## config.mk

```make
export PLATFORM = sky130hd
export DESIGN_NAME = adc_seq_ctrl
export DESIGN_NICKNAME = d
export VERILOG_FILES = /design/src/rtl/adc_seq_pkg.sv /design/src/rtl/adc_csr.sv /design/src/rtl/adc_sequencer.sv /design/src/rtl/adc_result_bank.sv /design/src/rtl/adc_seq_ctrl.sv
export SDC_FILE = /design/constraint.sdc
export NUM_CORES = 1
export LEC_CHECK = 0
export BUFFER_PORTS_ARGS = -buffer_cell sky130_fd_sc_hd__buf_2
export CAP_MARGIN = 40
export CORE_ASPECT_RATIO = 2
export CORE_UTILIZATION = 50
export DETAILED_ROUTE_END_ITERATION = 10
export PLACE_DENSITY = 0.72
export SKIP_LAST_GASP = 1
export SLEW_MARGIN = 30
export SYNTH_ARGS = -nofsm -noshare
export SYNTH_HDL_FRONTEND = slang
export SYNTH_SLANG_ARGS = --single-unit
```

## constraint.sdc

```tcl
create_clock -name clk -period 3.5 [get_ports clk]
set_clock_uncertainty 0.2 [all_clocks]
set_input_delay 0.525 -clock clk [delete_from_list [all_inputs] [get_ports clk]]
set_output_delay 0.525 -clock clk [all_outputs]
set_load 0.01 [all_outputs]
```

## src/rtl/adc_seq_pkg.sv

```systemverilog
package adc_seq_pkg;

  // Operating modes held in the control word
  typedef enum logic [1:0] {
    MODE_SINGLE = 2'b00,
    MODE_MULTI  = 2'b01,
    MODE_SCAN   = 2'b10,
    MODE_ALT    = 2'b11
  } conv_mode_e;

  // Sequencer states
  typedef enum logic [1:0] {
    SQ_IDLE = 2'b00,
    SQ_REQ  = 2'b01,
    SQ_WAIT = 2'b10
  } seq_state_e;

  // Control word bit positions that software decodes
  localparam int FLAG_BIT  = 15;
  localparam int IE_BIT    = 14;
  localparam int START_BIT = 13;

endpackage

```

## src/rtl/adc_csr.sv

```systemverilog
module adc_csr
  import adc_seq_pkg::*;
#(
  parameter int CH_W = 3
) (
  input  logic            clk,
  input  logic            rst_n,
  input  logic            wr_ctl,
  input  logic            rd_ctl,
  input  logic [15:0]     wdata,
  input  logic            dma_clr,
  input  logic            standby,
  input  logic            pass_end,
  input  logic            stop_auto,
  output logic            flag_o,
  output logic            ie_o,
  output logic            start_o,
  output logic            seen_o,
  output conv_mode_e      mode_o,
  output logic [CH_W-1:0] top_o,
  output logic [15:0]     rdata_o
);

  localparam int MODE_LO = CH_W;
  localparam int MODE_HI = CH_W + 1;

  logic            flag_q, flag_d;
  logic            seen_q, seen_d;
  logic            ie_q, ie_d;
  logic            start_q, start_d;
  conv_mode_e      mode_q, mode_d;
  logic [CH_W-1:0] top_q, top_d;
  logic            zero_wr, flag_clr, cfg_we;

  // Next-state logic
  always_comb begin
    zero_wr  = wr_ctl && !wdata[FLAG_BIT];
    flag_clr = (zero_wr && seen_q) || dma_clr;

    // a pass ending in this cycle outranks any clear
    flag_d = flag_q;
    if (flag_clr) flag_d = 1'b0;
    if (pass_end) flag_d = 1'b1;

    // observation latch: armed by a read that sees the flag set
    seen_d = seen_q;
    if (rd_ctl && flag_q) seen_d = 1'b1;
    else if (zero_wr)     seen_d = 1'b0;
    if (!flag_d)          seen_d = 1'b0;

    ie_d = wr_ctl ? wdata[IE_BIT] : ie_q;

    start_d = start_q;
    if (wr_ctl && wdata[START_BIT] && !standby) start_d = 1'b1;
    if (stop_auto)                              start_d = 1'b0;
    if (wr_ctl && !wdata[START_BIT])            start_d = 1'b0;
    if (standby)                                start_d = 1'b0;

    // configuration is frozen while a run is active
    cfg_we = wr_ctl && !start_q;
    mode_d = conv_mode_e'(wdata[MODE_HI:MODE_LO]);
    top_d  = wdata[CH_W-1:0];
  end

  // Status registers
  always_ff @(posedge clk or negedge rst_n) begin
    if (!rst_n) begin
      flag_q  <= 1'b0;
      seen_q  <= 1'b0;
      ie_q    <= 1'b0;
      start_q <= 1'b0;
    end else begin
      flag_q  <= flag_d;
      seen_q  <= seen_d;
      ie_q    <= ie_d;
      start_q <= start_d;
    end
  end

  // Configuration registers with explicit enable
  always_ff @(posedge clk or negedge rst_n) begin
    if (!rst_n) begin
      mode_q <= MODE_SINGLE;
      top_q  <= '0;
    end else if (cfg_we) begin
      mode_q <= mode_d;
      top_q  <= top_d;
    end
  end

  // Readback; unlisted bits, reserved bit 12 included, read zero
  always_comb begin
    rdata_o                   = '0;
    rdata_o[FLAG_BIT]         = flag_q;
    rdata_o[IE_BIT]           = ie_q;
    rdata_o[START_BIT]        = start_q;
    rdata_o[MODE_HI:MODE_LO]  = mode_q;
    rdata_o[CH_W-1:0]         = top_q;
  end

  assign flag_o  = flag_q;
  assign ie_o    = ie_q;
  assign start_o = start_q;
  assign seen_o  = seen_q;
  assign mode_o  = mode_q;
  assign top_o   = top_q;

endmodule

```

## src/rtl/adc_sequencer.sv

```systemverilog
module adc_sequencer
  import adc_seq_pkg::*;
#(
  parameter int CH_W = 3
) (
  input  logic            clk,
  input  logic            rst_n,
  input  logic            run,
  input  conv_mode_e      mode,
  input  logic [CH_W-1:0] top,
  input  logic            conv_done,
  output logic            conv_req,
  output logic [CH_W-1:0] conv_chan,
  output logic            res_we,
  output logic [CH_W-1:0] res_idx,
  output logic            pass_end,
  output logic            stop_auto
);

  seq_state_e      state_q, state_d;
  logic [CH_W-1:0] cur_q, cur_d;
  logic            one_chan, last, accept;

  always_comb begin
    one_chan  = (mode == MODE_SINGLE) || (mode == MODE_ALT);
    last      = one_chan || (cur_q == top);
    // a done strobe counts only while the run bit is still set
    accept    = (state_q == SQ_WAIT) && run && conv_done;
    pass_end  = accept && last;
    stop_auto = pass_end && (mode != MODE_SCAN);

    state_d = state_q;
    cur_d   = cur_q;
    if (!run) begin
      state_d = SQ_IDLE;
    end else begin
      unique case (state_q)
        SQ_IDLE: begin
          state_d = SQ_REQ;
          cur_d   = one_chan ? top : '0;
        end
        SQ_REQ:  state_d = SQ_WAIT;
        SQ_WAIT: begin
          if (conv_done) begin
            if (!last) begin
              state_d = SQ_REQ;
              cur_d   = cur_q + CH_W'(1);
            end else if (mode == MODE_SCAN) begin
              state_d = SQ_REQ;
              cur_d   = '0;
            end else begin
              state_d = SQ_IDLE;
            end
          end
        end
        default: state_d = SQ_IDLE;
      endcase
    end
  end

  always_ff @(posedge clk or negedge rst_n) begin
    if (!rst_n) begin
      state_q <= SQ_IDLE;
      cur_q   <= '0;
    end else begin
      state_q <= state_d;
      cur_q   <= cur_d;
    end
  end

  assign conv_req  = (state_q == SQ_REQ) && run;
  assign conv_chan = cur_q;
  assign res_we    = accept;
  assign res_idx   = cur_q;

endmodule

```

## src/rtl/adc_result_bank.sv

```systemverilog
module adc_result_bank #(
  parameter int N_CH   = 8,
  parameter int CH_W   = 3,
  parameter int DATA_W = 12
) (
  input  logic              clk,
  input  logic              rst_n,
  input  logic              we,
  input  logic [CH_W-1:0]   idx,
  input  logic [DATA_W-1:0] wdata,
  input  logic [CH_W-1:0]   rd_idx,
  output logic [DATA_W-1:0] rdata
);

  logic [DATA_W-1:0] vals [N_CH];

  for (genvar c = 0; c < N_CH; c++) begin : g_ch
    logic [DATA_W-1:0] val_q;
    logic              hit;
    assign hit = we && (idx == CH_W'(c));
    always_ff @(posedge clk or negedge rst_n) begin
      if (!rst_n)   val_q <= '0;
      else if (hit) val_q <= wdata;
    end
    assign vals[c] = val_q;
  end

  assign rdata = (int'(rd_idx) < N_CH) ? vals[rd_idx] : '0;

endmodule

```

## src/rtl/adc_seq_ctrl.sv

```systemverilog
module adc_seq_ctrl
  import adc_seq_pkg::*;
#(
  parameter int N_CH   = 8,
  parameter int DATA_W = 12,
  parameter int ADDR_W = 4
) (
  input  logic                      clk,
  input  logic                      rst_n,
  input  logic                      bus_wr,
  input  logic                      bus_rd,
  input  logic [ADDR_W-1:0]         bus_addr,
  input  logic [15:0]               bus_wdata,
  output logic [15:0]               bus_rdata,
  input  logic                      dma_ack,
  input  logic                      standby,
  output logic                      conv_req,
  output logic [$clog2(N_CH)-1:0]   conv_chan,
  input  logic                      conv_done,
  input  logic [DATA_W-1:0]         conv_data,
  output logic                      irq
);

  localparam int CH_W = $clog2(N_CH);

  // reset: asserts at once, releases after two clock edges
  logic [1:0] rsync_q;
  logic       rst_core_n;
  always_ff @(posedge clk or negedge rst_n) begin
    if (!rst_n) rsync_q <= '0;
    else        rsync_q <= {rsync_q[0], 1'b1};
  end
  assign rst_core_n = rsync_q[1];

  // address decode
  logic            ctl_sel, res_hit, wr_ctl, rd_ctl, dma_clr;
  logic [CH_W-1:0] res_sel;
  always_comb begin
    ctl_sel = (bus_addr == '0);
    res_hit = !ctl_sel && (int'(bus_addr) <= N_CH);
    res_sel = CH_W'(bus_addr - ADDR_W'(1));
    wr_ctl  = bus_wr && ctl_sel;
    rd_ctl  = bus_rd && ctl_sel;
    dma_clr = dma_ack && bus_rd && res_hit;
  end

  logic              flag_w, ie_w, start_w, seen_w, pass_end, stop_auto, res_we;
  conv_mode_e        mode_w;
  logic [CH_W-1:0]   top_w, res_idx;
  logic [15:0]       ctl_rdata;
  logic [DATA_W-1:0] res_rdata;

  adc_csr #(.CH_W(CH_W)) u_csr (
    .clk(clk), .rst_n(rst_core_n), .wr_ctl(wr_ctl), .rd_ctl(rd_ctl),
    .wdata(bus_wdata), .dma_clr(dma_clr), .standby(standby),
    .pass_end(pass_end), .stop_auto(stop_auto), .flag_o(flag_w), .ie_o(ie_w),
    .start_o(start_w), .seen_o(seen_w), .mode_o(mode_w), .top_o(top_w),
    .rdata_o(ctl_rdata)
  );

  adc_sequencer #(.CH_W(CH_W)) u_seq (
    .clk(clk), .rst_n(rst_core_n), .run(start_w), .mode(mode_w), .top(top_w),
    .conv_done(conv_done), .conv_req(conv_req), .conv_chan(conv_chan),
    .res_we(res_we), .res_idx(res_idx), .pass_end(pass_end),
    .stop_auto(stop_auto)
  );

  adc_result_bank #(.N_CH(N_CH), .CH_W(CH_W), .DATA_W(DATA_W)) u_bank (
    .clk(clk), .rst_n(rst_core_n), .we(res_we), .idx(res_idx),
    .wdata(conv_data), .rd_idx(res_sel), .rdata(res_rdata)
  );

  always_comb begin
    bus_rdata = '0;
    if (ctl_sel)      bus_rdata = ctl_rdata;
    else if (res_hit) bus_rdata[DATA_W-1:0] = res_rdata;
  end

  assign irq = flag_w && ie_w;

endmodule

```

* Word level (Yosys, flattened, before mapping) *
Index checks and enable logic that the tools add are counted.

storage, ports and cells
  word-level logic and storage cells = 105
  ROM bits = 0
  latch bits = 0
  memories kept = 0
  bits in writable memories = 0
  bits in registers = 112

operators by class
  shift operators = 0
  order comparisons = 2
  multiplexer cells = 25
  $mul = 0
  eq/ne operators = 17
  bitwise gates (word level) = 1
  add/subtract/negate cells = 2
  reduce and logical (&&, ||, !) cells = 41
  divide/modulo/power cells = 0

operators with widths
  kind                                           number
  two-way mux 12 bit                             4
  binary-select mux 12 bit (select 3 bit)        1
  logical AND 1 bit                              26
  == test 3 bit, second input constant           4
  two-way mux 3 bit                              4
  two-way mux 1 bit                              10
  inequality test 3 bit, second input constant   3
  == test 2 bit, second input constant           3
  == test 3 x 2 -> 1 bit, second input constant  2
  two-way mux 2 bit                              3
  case mux 2 bit (3 select lines)                1
  case mux 3 bit (2 select lines)                1
  zero test 1 bit                                5
  >= comparator 4 bit, second input constant     1
  <= comparator 4 bit, second input constant     1
  zero test 2 bit                                2
  zero test 4 bit                                1
  two-way mux 4 bit                              1
  inequality test 2 bit, second input constant   2
  NOT 3 -> 4 bit                                 1
  AND reduction 4 bit                            1
  nonzero test 4 bit                             1
  adder 3 x 1 -> 3 bit, second input constant    1
  == test 3 x 1 -> 1 bit, second input constant  1
  6 further kinds                                8

* Logic depth before layout (Yosys ltp) *
Gate-level depths: netlist (run 1).

  depth after elaboration = 8
  gate-level depth with buffers = 9

* Modules after synthesis *
Synthesis (run 1) repeated with hierarchy kept, for this count alone.

second synthesis, totals
  cell total of the unflattened synthesis = 408
  area, all modules = 5846.9 µm²

by module, submodules not included
  module           seq. area each (µm²)  instances  area each (µm²)  cells an instance
  adc_result_bank  2402.3                1          4414.2           251
  adc_csr          225.2                 1          523.0            43
  adc_seq_ctrl     50.0                  1          457.9            61
  adc_sequencer    125.1                 1          451.7            53

* Worst setup path after synthesis (run 1) *
OpenSTA, ideal clock, no wires.

  path kind = input port to output port
  start point = input bus_addr[0]
  end point = output bus_rdata[4]
  path buffers = 4
  arrival = 2.470 ns
  slack = 0.305 ns
  required time = 2.775 ns
  cell stages on the path = 9
  path through = buf_2 -> buf_2 -> inv_1 -> ha_1 -> buf_2 -> clkbuf_1 -> mux4_2 -> mux2i_1 -> o21ai_0

on the way
  longest elaborated chain between the ends = 7

ends and longest elaborated chain
  item                                                    line                   source
  from (decl)                                             adc_seq_ctrl.sv:12     input logic [ADDR_W-1:0] bus_addr,
  subtractor 3 x 1 -> 3 bit                               adc_seq_ctrl.sv:41     res_sel = CH_W'(bus_addr - ADDR_W'(1));
  NOT 3 -> 4 bit (not written as such)                    adc_result_bank.sv:28  assign rdata = (int'(rd_idx) < N_CH) ? vals[rd_idx] : '0;
  binary-select mux 12 bit (select 3 bit)                 adc_result_bank.sv:28
  two-way mux 12 bit (not written as such) (2 in series)  adc_result_bank.sv:28
  two-way mux 12 bit                                      adc_seq_ctrl.sv:76     else if (res_hit) bus_rdata[DATA_W-1:0] = res_rdata;
  two-way mux 12 bit *                                    adc_seq_ctrl.sv:75     if (ctl_sel) bus_rdata = ctl_rdata;
  to (decl)                                               adc_seq_ctrl.sv:14     output logic [15:0] bus_rdata,

Mark *: on every way between the ends. The rest lies on a longest branch, timed or not. The select of a mux whose other input is x is not followed.

* Worst setup path in the final report (run 1) *
  start point = input bus_addr[0]
  end point = output bus_rdata[0]

The elaborated chain is that of the path after synthesis.

==> results.md, run 1 <==
- Outcome: finished, final reports clean
- Clock slew at reported path FFs: 0.07 ns
- Fill cell total of the finished layout: 888
- Die area: 11200 µm²
- Total placed instance area: 5770 µm²
- Number of detailed-routing iterations run before antenna repair: 4
- Number of CTS-inserted buffers: 9
- Flip-flop cell with the highest count after synthesis: sky130_fd_sc_hd__dfrtp_1
- CP Launch Type: input port
- Setup repair after global routing missed its margin: false
- Ratio of cells with drive above 1 in the final layout: 51.4%
- Antenna fix cells: 0
- Clock root buffer: sky130_fd_sc_hd__clkbuf_16
- Max Buffers Root-to-Sink: 2
- All-Layer GR Usage: 22.4%
- Synth-to-layout area growth: 13.3%
- Post-detailed-route wirelength per cell: 19.8 µm
- Cell area after synthesis: 5400 µm²
- Highest Clock Rate: 0.352 GHz
- Delay of the slowest cell on the worst path: 0.38 ns
- Global-route wire length before repair: 18.0 mm
- Time the worst path needs with I/O delays and setup: 2.84 ns
- Detailed placer's ending HPWL: 7.53 mm
- Biggest area contributors in the synthesized netlist: sky130_fd_sc_hd__dfrtp_1 52%, sky130_fd_sc_hd__mux2_2 22%, sky130_fd_sc_hd__mux4_2 10%, sky130_fd_sc_hd__ha_1 2.1%, sky130_fd_sc_hd__nand2_1 1.8%
- Class of the tightest hold or removal check: register to async pin
- Horizontal die dimension: 75.5 µm
- DRC violation count after routing: 0
- Via density per instance: 5.63
- Count of buffers inserted at the top-level ports: 50
- Cell occurring most often along the worst timing path: sky130_fd_sc_hd__buf_2
- Insertion delay of the later-clocked pin in the worst-skew pair: 0.34 ns
- Count of nets after finishing: 471
- Clock tree from TritonCTS: yes
- Count of flip-flops with a built-in enable after synthesis: 0
- Clock Sinks: 112
- CP Capture Type: output port
- Actual slew at the worst max-slew pin: 0.741 ns
- Highest net fanout along the worst path: 24
- Top-level I/O count: 60
- Area of the core: 10500 µm²
- Routed vias: 3182
- Initial standard-cell utilization of the core: 51.5%
- Worst-case vdd ir drop: 0.338 mV
- Post-CTS Setup Repair Bufs: 0
- Critical Path, Cell by Cell: buf_2 -> inv_1 -> ha_1 -> buf_4 -> mux4_2 -> mux2i_1 -> o21ai_0 -> buf_2
- Most common library cell in the layout ignoring fill and taps: sky130_fd_sc_hd__dfrtp_1
- Number of placement rows: 53
- Most used cells in the layout excluding fill and tap cells: 111 x sky130_fd_sc_hd__dfrtp_1, 105 x sky130_fd_sc_hd__mux2_2, 50 x sky130_fd_sc_hd__buf_2, 26 x sky130_fd_sc_hd__nand2_1, 24 x sky130_fd_sc_hd__mux4_2
- Fraction of synthesis flops using an asynchronous set or reset pin: 100%
- Max-Slew Margin vs Limit: 50.5%
- Setup Total Neg Slack: 0 ns
- Final core occ: 58.4%
- Avg Synthesized Cell Area: 14.7 µm²
- RD Place Congestion: 0.762
- Hold slack final: 0.0277 ns
- Finish-stage setup viols: 0
- Antenna violations before repair: 0
- Portion of synthesized cell area occupied by the leading cell type: 51.9%
- CTS-repair resized insts: 0
- Count of maximum capacitance violations: 0
- Number of global-route vias before repair: 3450
- Number of unique standard cell types used by synthesis: 41
- P per Cell Area: 447 nW/µm²
- Iteration-0 DRC count of the detailed router: 103
- Worst path required time: 2.77 ns
- DRT Wirelength: 11.2 mm
- Post-synthesis instance total: 368
- Net count after synthesis: 416
- Number of storage elements in the synthesis netlist: 112
- Leak pwr: 0.00303 µW
- Worst Setup Slack post-DPL: 0.657 ns
- Yosys synthesis warning count: 0
- Global-route congestion overflow total: 0
- Post-route cell area: 6120 µm²
- Detail Route Antenna Nets: 0
- Crit path kind: input port to output port
- Sequential area share after synthesis: 51.9%
- Die height: 149 µm
- Synth area leader: sky130_fd_sc_hd__dfrtp_1
- CTS hold repair buffers: 1
- Final Cycle Share: 81.2%
- Final max-slew violation count: 0
- Final setup margin: 0.658 ns
- Library cell contributing the largest single delay on the critical path: sky130_fd_sc_hd__mux4_2
- Number of levels the H-tree was split into: 3
- Maximum number of pins on one net before global-route repair: 65
- Number of hold violations in the final report: 0
- CP Data Arrival Time: 2.12 ns
[power breakdown]
group          total, µW  switching (µW)  internal, µW
Combinational        277             156           121
Sequential          1360            38.9          1320
Clock               1100             469           629
[sequential cells by signal, summed over array words and instances, names as in the netlist]
register	cells
u_csr.top_o	3
u_seq.state_q	2
u_csr.flag_o	1
u_bank.g_ch.val_q	96
u_csr.start_o	1
rsync_q	2
u_csr.ie_o	1
u_csr.seen_o	1
u_csr.mode_o	2
u_seq.conv_chan	3
[synthesized netlist by cell type, types with 2 or more instances]
cell / n
sky130_fd_sc_hd__o21a_1: 2
sky130_fd_sc_hd__a21oi_1: 7
sky130_fd_sc_hd__o21ai_0: 7
sky130_fd_sc_hd__mux4_2: 24
sky130_fd_sc_hd__mux2_2: 105
sky130_fd_sc_hd__clkbuf_1: 3
sky130_fd_sc_hd__and2_1: 3
sky130_fd_sc_hd__dfrtp_1: 112
sky130_fd_sc_hd__nor2_1: 2
sky130_fd_sc_hd__and3_4: 4
sky130_fd_sc_hd__inv_1: 8
sky130_fd_sc_hd__buf_4: 2
sky130_fd_sc_hd__nand3_1: 3
sky130_fd_sc_hd__nand2b_1: 4
sky130_fd_sc_hd__ha_1: 9
sky130_fd_sc_hd__mux2i_1: 5
sky130_fd_sc_hd__buf_2: 7
sky130_fd_sc_hd__buf_6: 6
sky130_fd_sc_hd__nand2_1: 26
sky130_fd_sc_hd__xnor2_1: 5
sky130_fd_sc_hd__conb_1: 2
sky130_fd_sc_hd__nand2_2: 3
[final timing paths]
path,start,end,slack (ns),cells past startpoint
worst min-delay path,rsync_q[1]$_DFF_PN0_,u_bank.g_ch[3].val_q[7]$_DFFE_PN0P_,0.03,0
worst max register to register,u_seq.conv_chan[0]$_DFFE_PN0P_,u_bank.g_ch[7].val_q[8]$_DFFE_PN0P_,1.31,4
worst min register to register,rsync_q[1]$_DFF_PN0_,u_bank.g_ch[3].val_q[7]$_DFFE_PN0P_,0.03,0
worst max-delay path,bus_addr[0],bus_rdata[0],0.66,8
min in group clk,standby,u_csr.start_o$_DFFE_PN0P_,0.14,2
max in group asynchronous,rsync_q[1]$_DFF_PN0_,u_bank.g_ch[6].val_q[6]$_DFFE_PN0P_,2.28,2
[routing by layer]
layer	wire, µm	part of all wire (%)	vias to the layer above	global-route usage [%]
met2	6250	56	62	38.6
met3	314	2.8	12	3.78
met5	0	0	-	0
li1	-	-	1443	-
met4	172	1.5	0	8.24
met1	4450	40	1665	27.3
[metrics by stage]
step,power (µW),instances
6_report,2730,565
5_1_grt,2830,565
4_1_cts,2760,564
3_5_place_dp,1660,547
3_3_place_gp,1650,547
2_1_floorplan,1550,368
[kinds of logic (layout without fill, tap and decap cells)]
family	after synthesis	after routing	synth area share (%)
fa+ha+maj	9	9	2.09
xor+xnor	6	6	0.974
simple gates	54	54	5.68
buf+inv	26	86	2.94
mux	134	134	32.8
flops	112	112	51.9
compound gates	25	25	3.41
other cells	2	2	0.139
[worst max-delay path: cells and delay by family]
family          cells  cell delay (ns)
buf+inv             4             0.65
mux                 2             0.57
compound gates      1             0.10
fa+ha+maj           1             0.27
[layout make-up]
type,instances,area [µm²],area share [%]
Clock inverter,7,92.6,1.51
Multi-Input combinational cell,230,2440,39.8
Timing Repair Buffer,62,355,5.81
Tap cell,137,171,2.80
Clock buffer,9,225,3.68
Inverter,8,30.0,0.491
Sequential cell,112,2810,45.9
Note: power is estimated with default switching activity, not from simulation.
==> inputs of run 2 (changes only) <==
PLACE_DENSITY = 0.7   (was 0.72)
clock period = 3 ns   (was 3.5 ns; I/O delays follow)
==> results.md, run 2 (synthesized netlist as in run 1, its figures left out) <==
- DRC violation count after routing: 0
- DRT Wirelength: 10.9 mm
- Final setup margin: 0.352 ns
- Most common library cell in the layout ignoring fill and taps: sky130_fd_sc_hd__dfrtp_1
- Number of levels the H-tree was split into: 3
- Worst Setup Slack post-DPL: 0.369 ns
- Setup repair after global routing missed its margin: false
- Clock Sinks: 112
- Class of the tightest hold or removal check: input port to register
- Number of hold violations in the final report: 0
- CP Launch Type: input port
- Kind of cell adding the most delay to the critical path: multiplexers
- RD Place Congestion: 0.726
- Number of detailed-routing iterations run before antenna repair: 4
- Horizontal die dimension: 75.5 µm
- Worst path required time: 2.35 ns
- Number of CTS-inserted buffers: 9
- Insertion delay of the later-clocked pin in the worst-skew pair: 0.35 ns
- Total placed instance area: 5800 µm²
- Detailed placer's ending HPWL: 7.33 mm
- Power consumption: 3230 µW
- Antenna fix cells: 0
- CP Capture Type: output port
- Post-route cell area: 6180 µm²
- Number of flip-flops in the largest register: 96
- Critical Path, Cell by Cell: buf_2 -> inv_1 -> ha_1 -> buf_12 -> mux4_2 -> mux2i_1 -> o21ai_0 -> buf_2
- Outcome: finished, final reports clean
- Actual slew at the worst max-slew pin: 0.744 ns
- Post-CTS Setup Repair Bufs: 0
- Routed vias: 3180
- CP Data Arrival Time: 2.00 ns
- Maximum number of pins on one net before global-route repair: 59
- Final Cycle Share: 88.3%
- Number of placement rows: 53
- Final max-slew violation count: 0
- Biggest register: u_bank.g_ch.val_q
- Cell occurring most often along the worst timing path: sky130_fd_sc_hd__buf_2
- Synth-to-layout area growth: 14.5%
- Number of global-route vias before repair: 3473
- Max Buffers Root-to-Sink: 2
- Highest net fanout along the worst path: 24
- Area of the core: 10500 µm²
- Clock slew at reported path FFs: 0.07 ns
- Most used cells in the layout excluding fill and tap cells: 111 x sky130_fd_sc_hd__dfrtp_1, 105 x sky130_fd_sc_hd__mux2_2, 50 x sky130_fd_sc_hd__buf_2, 26 x sky130_fd_sc_hd__nand2_1, 24 x sky130_fd_sc_hd__mux4_2
- Count of maximum capacitance violations: 0
- Post-detailed-route wirelength per cell: 19.3 µm
- Leak pwr: 0.00305 µW
- All-Layer GR Usage: 22.0%
- Finish-stage setup viols: 0
- Setup Total Neg Slack: 0 ns
- Count of buffers inserted at the top-level ports: 50
- Max-Slew Margin vs Limit: 50.3%
- Antenna violations before repair: 0
- Iteration-0 DRC count of the detailed router: 129
- Die area: 11200 µm²
- P per Cell Area: 522 nW/µm²
- Worst-case vdd ir drop: 0.534 mV
- Buffering stage count on the worst path with inverters included: 4
- Count of nets after finishing: 471
- Crit path kind: input port to output port
- Clock root buffer: sky130_fd_sc_hd__clkbuf_16
- Die height: 149 µm
- Delay of the slowest cell on the worst path: 0.34 ns
- Initial standard-cell utilization of the core: 51.5%
- Detail Route Antenna Nets: 0
- Clock tree from TritonCTS: yes
- Time the worst path needs with I/O delays and setup: 2.65 ns
- Top-level I/O count: 60
- Hold slack final: 0.0612 ns
- Global-route wire length before repair: 17.9 mm
- Via density per instance: 5.63
- Global-route congestion overflow total: 0
- Ratio of cells with drive above 1 in the final layout: 50.9%
- Library cell contributing the largest single delay on the critical path: sky130_fd_sc_hd__mux4_2
- Highest Clock Rate: 0.378 GHz
==> run 2: changes by cell type in the layout (fill, tap and decap cells not counted), moves of 2 or more <==
cell / change
sky130_fd_sc_hd__clkinv_2: -3
sky130_fd_sc_hd__buf_4: -4
sky130_fd_sc_hd__buf_12: +2
sky130_fd_sc_hd__clkinv_4: +2
sky130_fd_sc_hd__inv_6: -2
==> run 2: metal layers <==
layer	track usage, %	wire length [µm]	vias to the layer above
li1	-	-	1454
met3	3.58	275	15
met5	0	0	-
met1	28.2	4490	1656
met2	37.0	5930	55
met4	7.69	208	0
==> run 2: repair_timing <==
item	CTS	global route
resized for setup	0	0
endpoints found under the hold margin	2	8
hold buffers	1	1
==> run 2: power breakdown <==
group | switching (µW) | total (µW) | internal [µW]
registers | 39.7 | 1580 | 1540
logic | 188 | 338 | 150
clock network | 547 | 1310 | 764
total | 775 | 3230 | 2450
==> run 2: path summary, 6_finish.rpt <==
path | from | to | slack (ns) | cells past startpoint
min | standby | u_csr.start_o$_DFFE_PN0P_ | 0.06 | 2
min in group asynchronous | rsync_q[1]$_DFF_PN0_ | u_bank.g_ch[6].val_q[2]$_DFFE_PN0P_ | 0.14 | 1
max reg2reg | u_seq.state_q[0]$_DFFE_PN0P_ | u_bank.g_ch[3].val_q[4]$_DFFE_PN0P_ | 0.79 | 3
min reg2reg | rsync_q[1]$_DFF_PN0_ | u_bank.g_ch[6].val_q[2]$_DFFE_PN0P_ | 0.14 | 1
max in group asynchronous | rsync_q[1]$_DFF_PN0_ | u_bank.g_ch[4].val_q[7]$_DFFE_PN0P_ | 1.67 | 1
max | bus_addr[0] | bus_rdata[2] | 0.35 | 8
==> run 2: per-stage QoR <==
step	util (%)	cells
2_1_floorplan	-	368
3_3_place_gp	55.3	546
3_5_place_dp	55.3	546
4_1_cts	58.6	563
5_1_grt	59.0	565
6_report	59.0	565
==> run 2: cell type report <==
cell class | instances | area, µm²
multi-input cells | 230 | 2440
clock buffers | 11 | 243
inverters | 8 | 30.0
repair buffers | 62 | 403
fillers | 851 | 4300
flip-flops and latches | 112 | 2810
clock inverters | 5 | 88.8
well taps | 137 | 171
==> run 2: worst register-to-register path: stages, from the launching register on <==
cell and delay, ns:
sky130_fd_sc_hd__dfrtp_1 0.46, sky130_fd_sc_hd__and4b_1 0.46, sky130_fd_sc_hd__nand2_1 0.52, sky130_fd_sc_hd__mux2_2 0.46
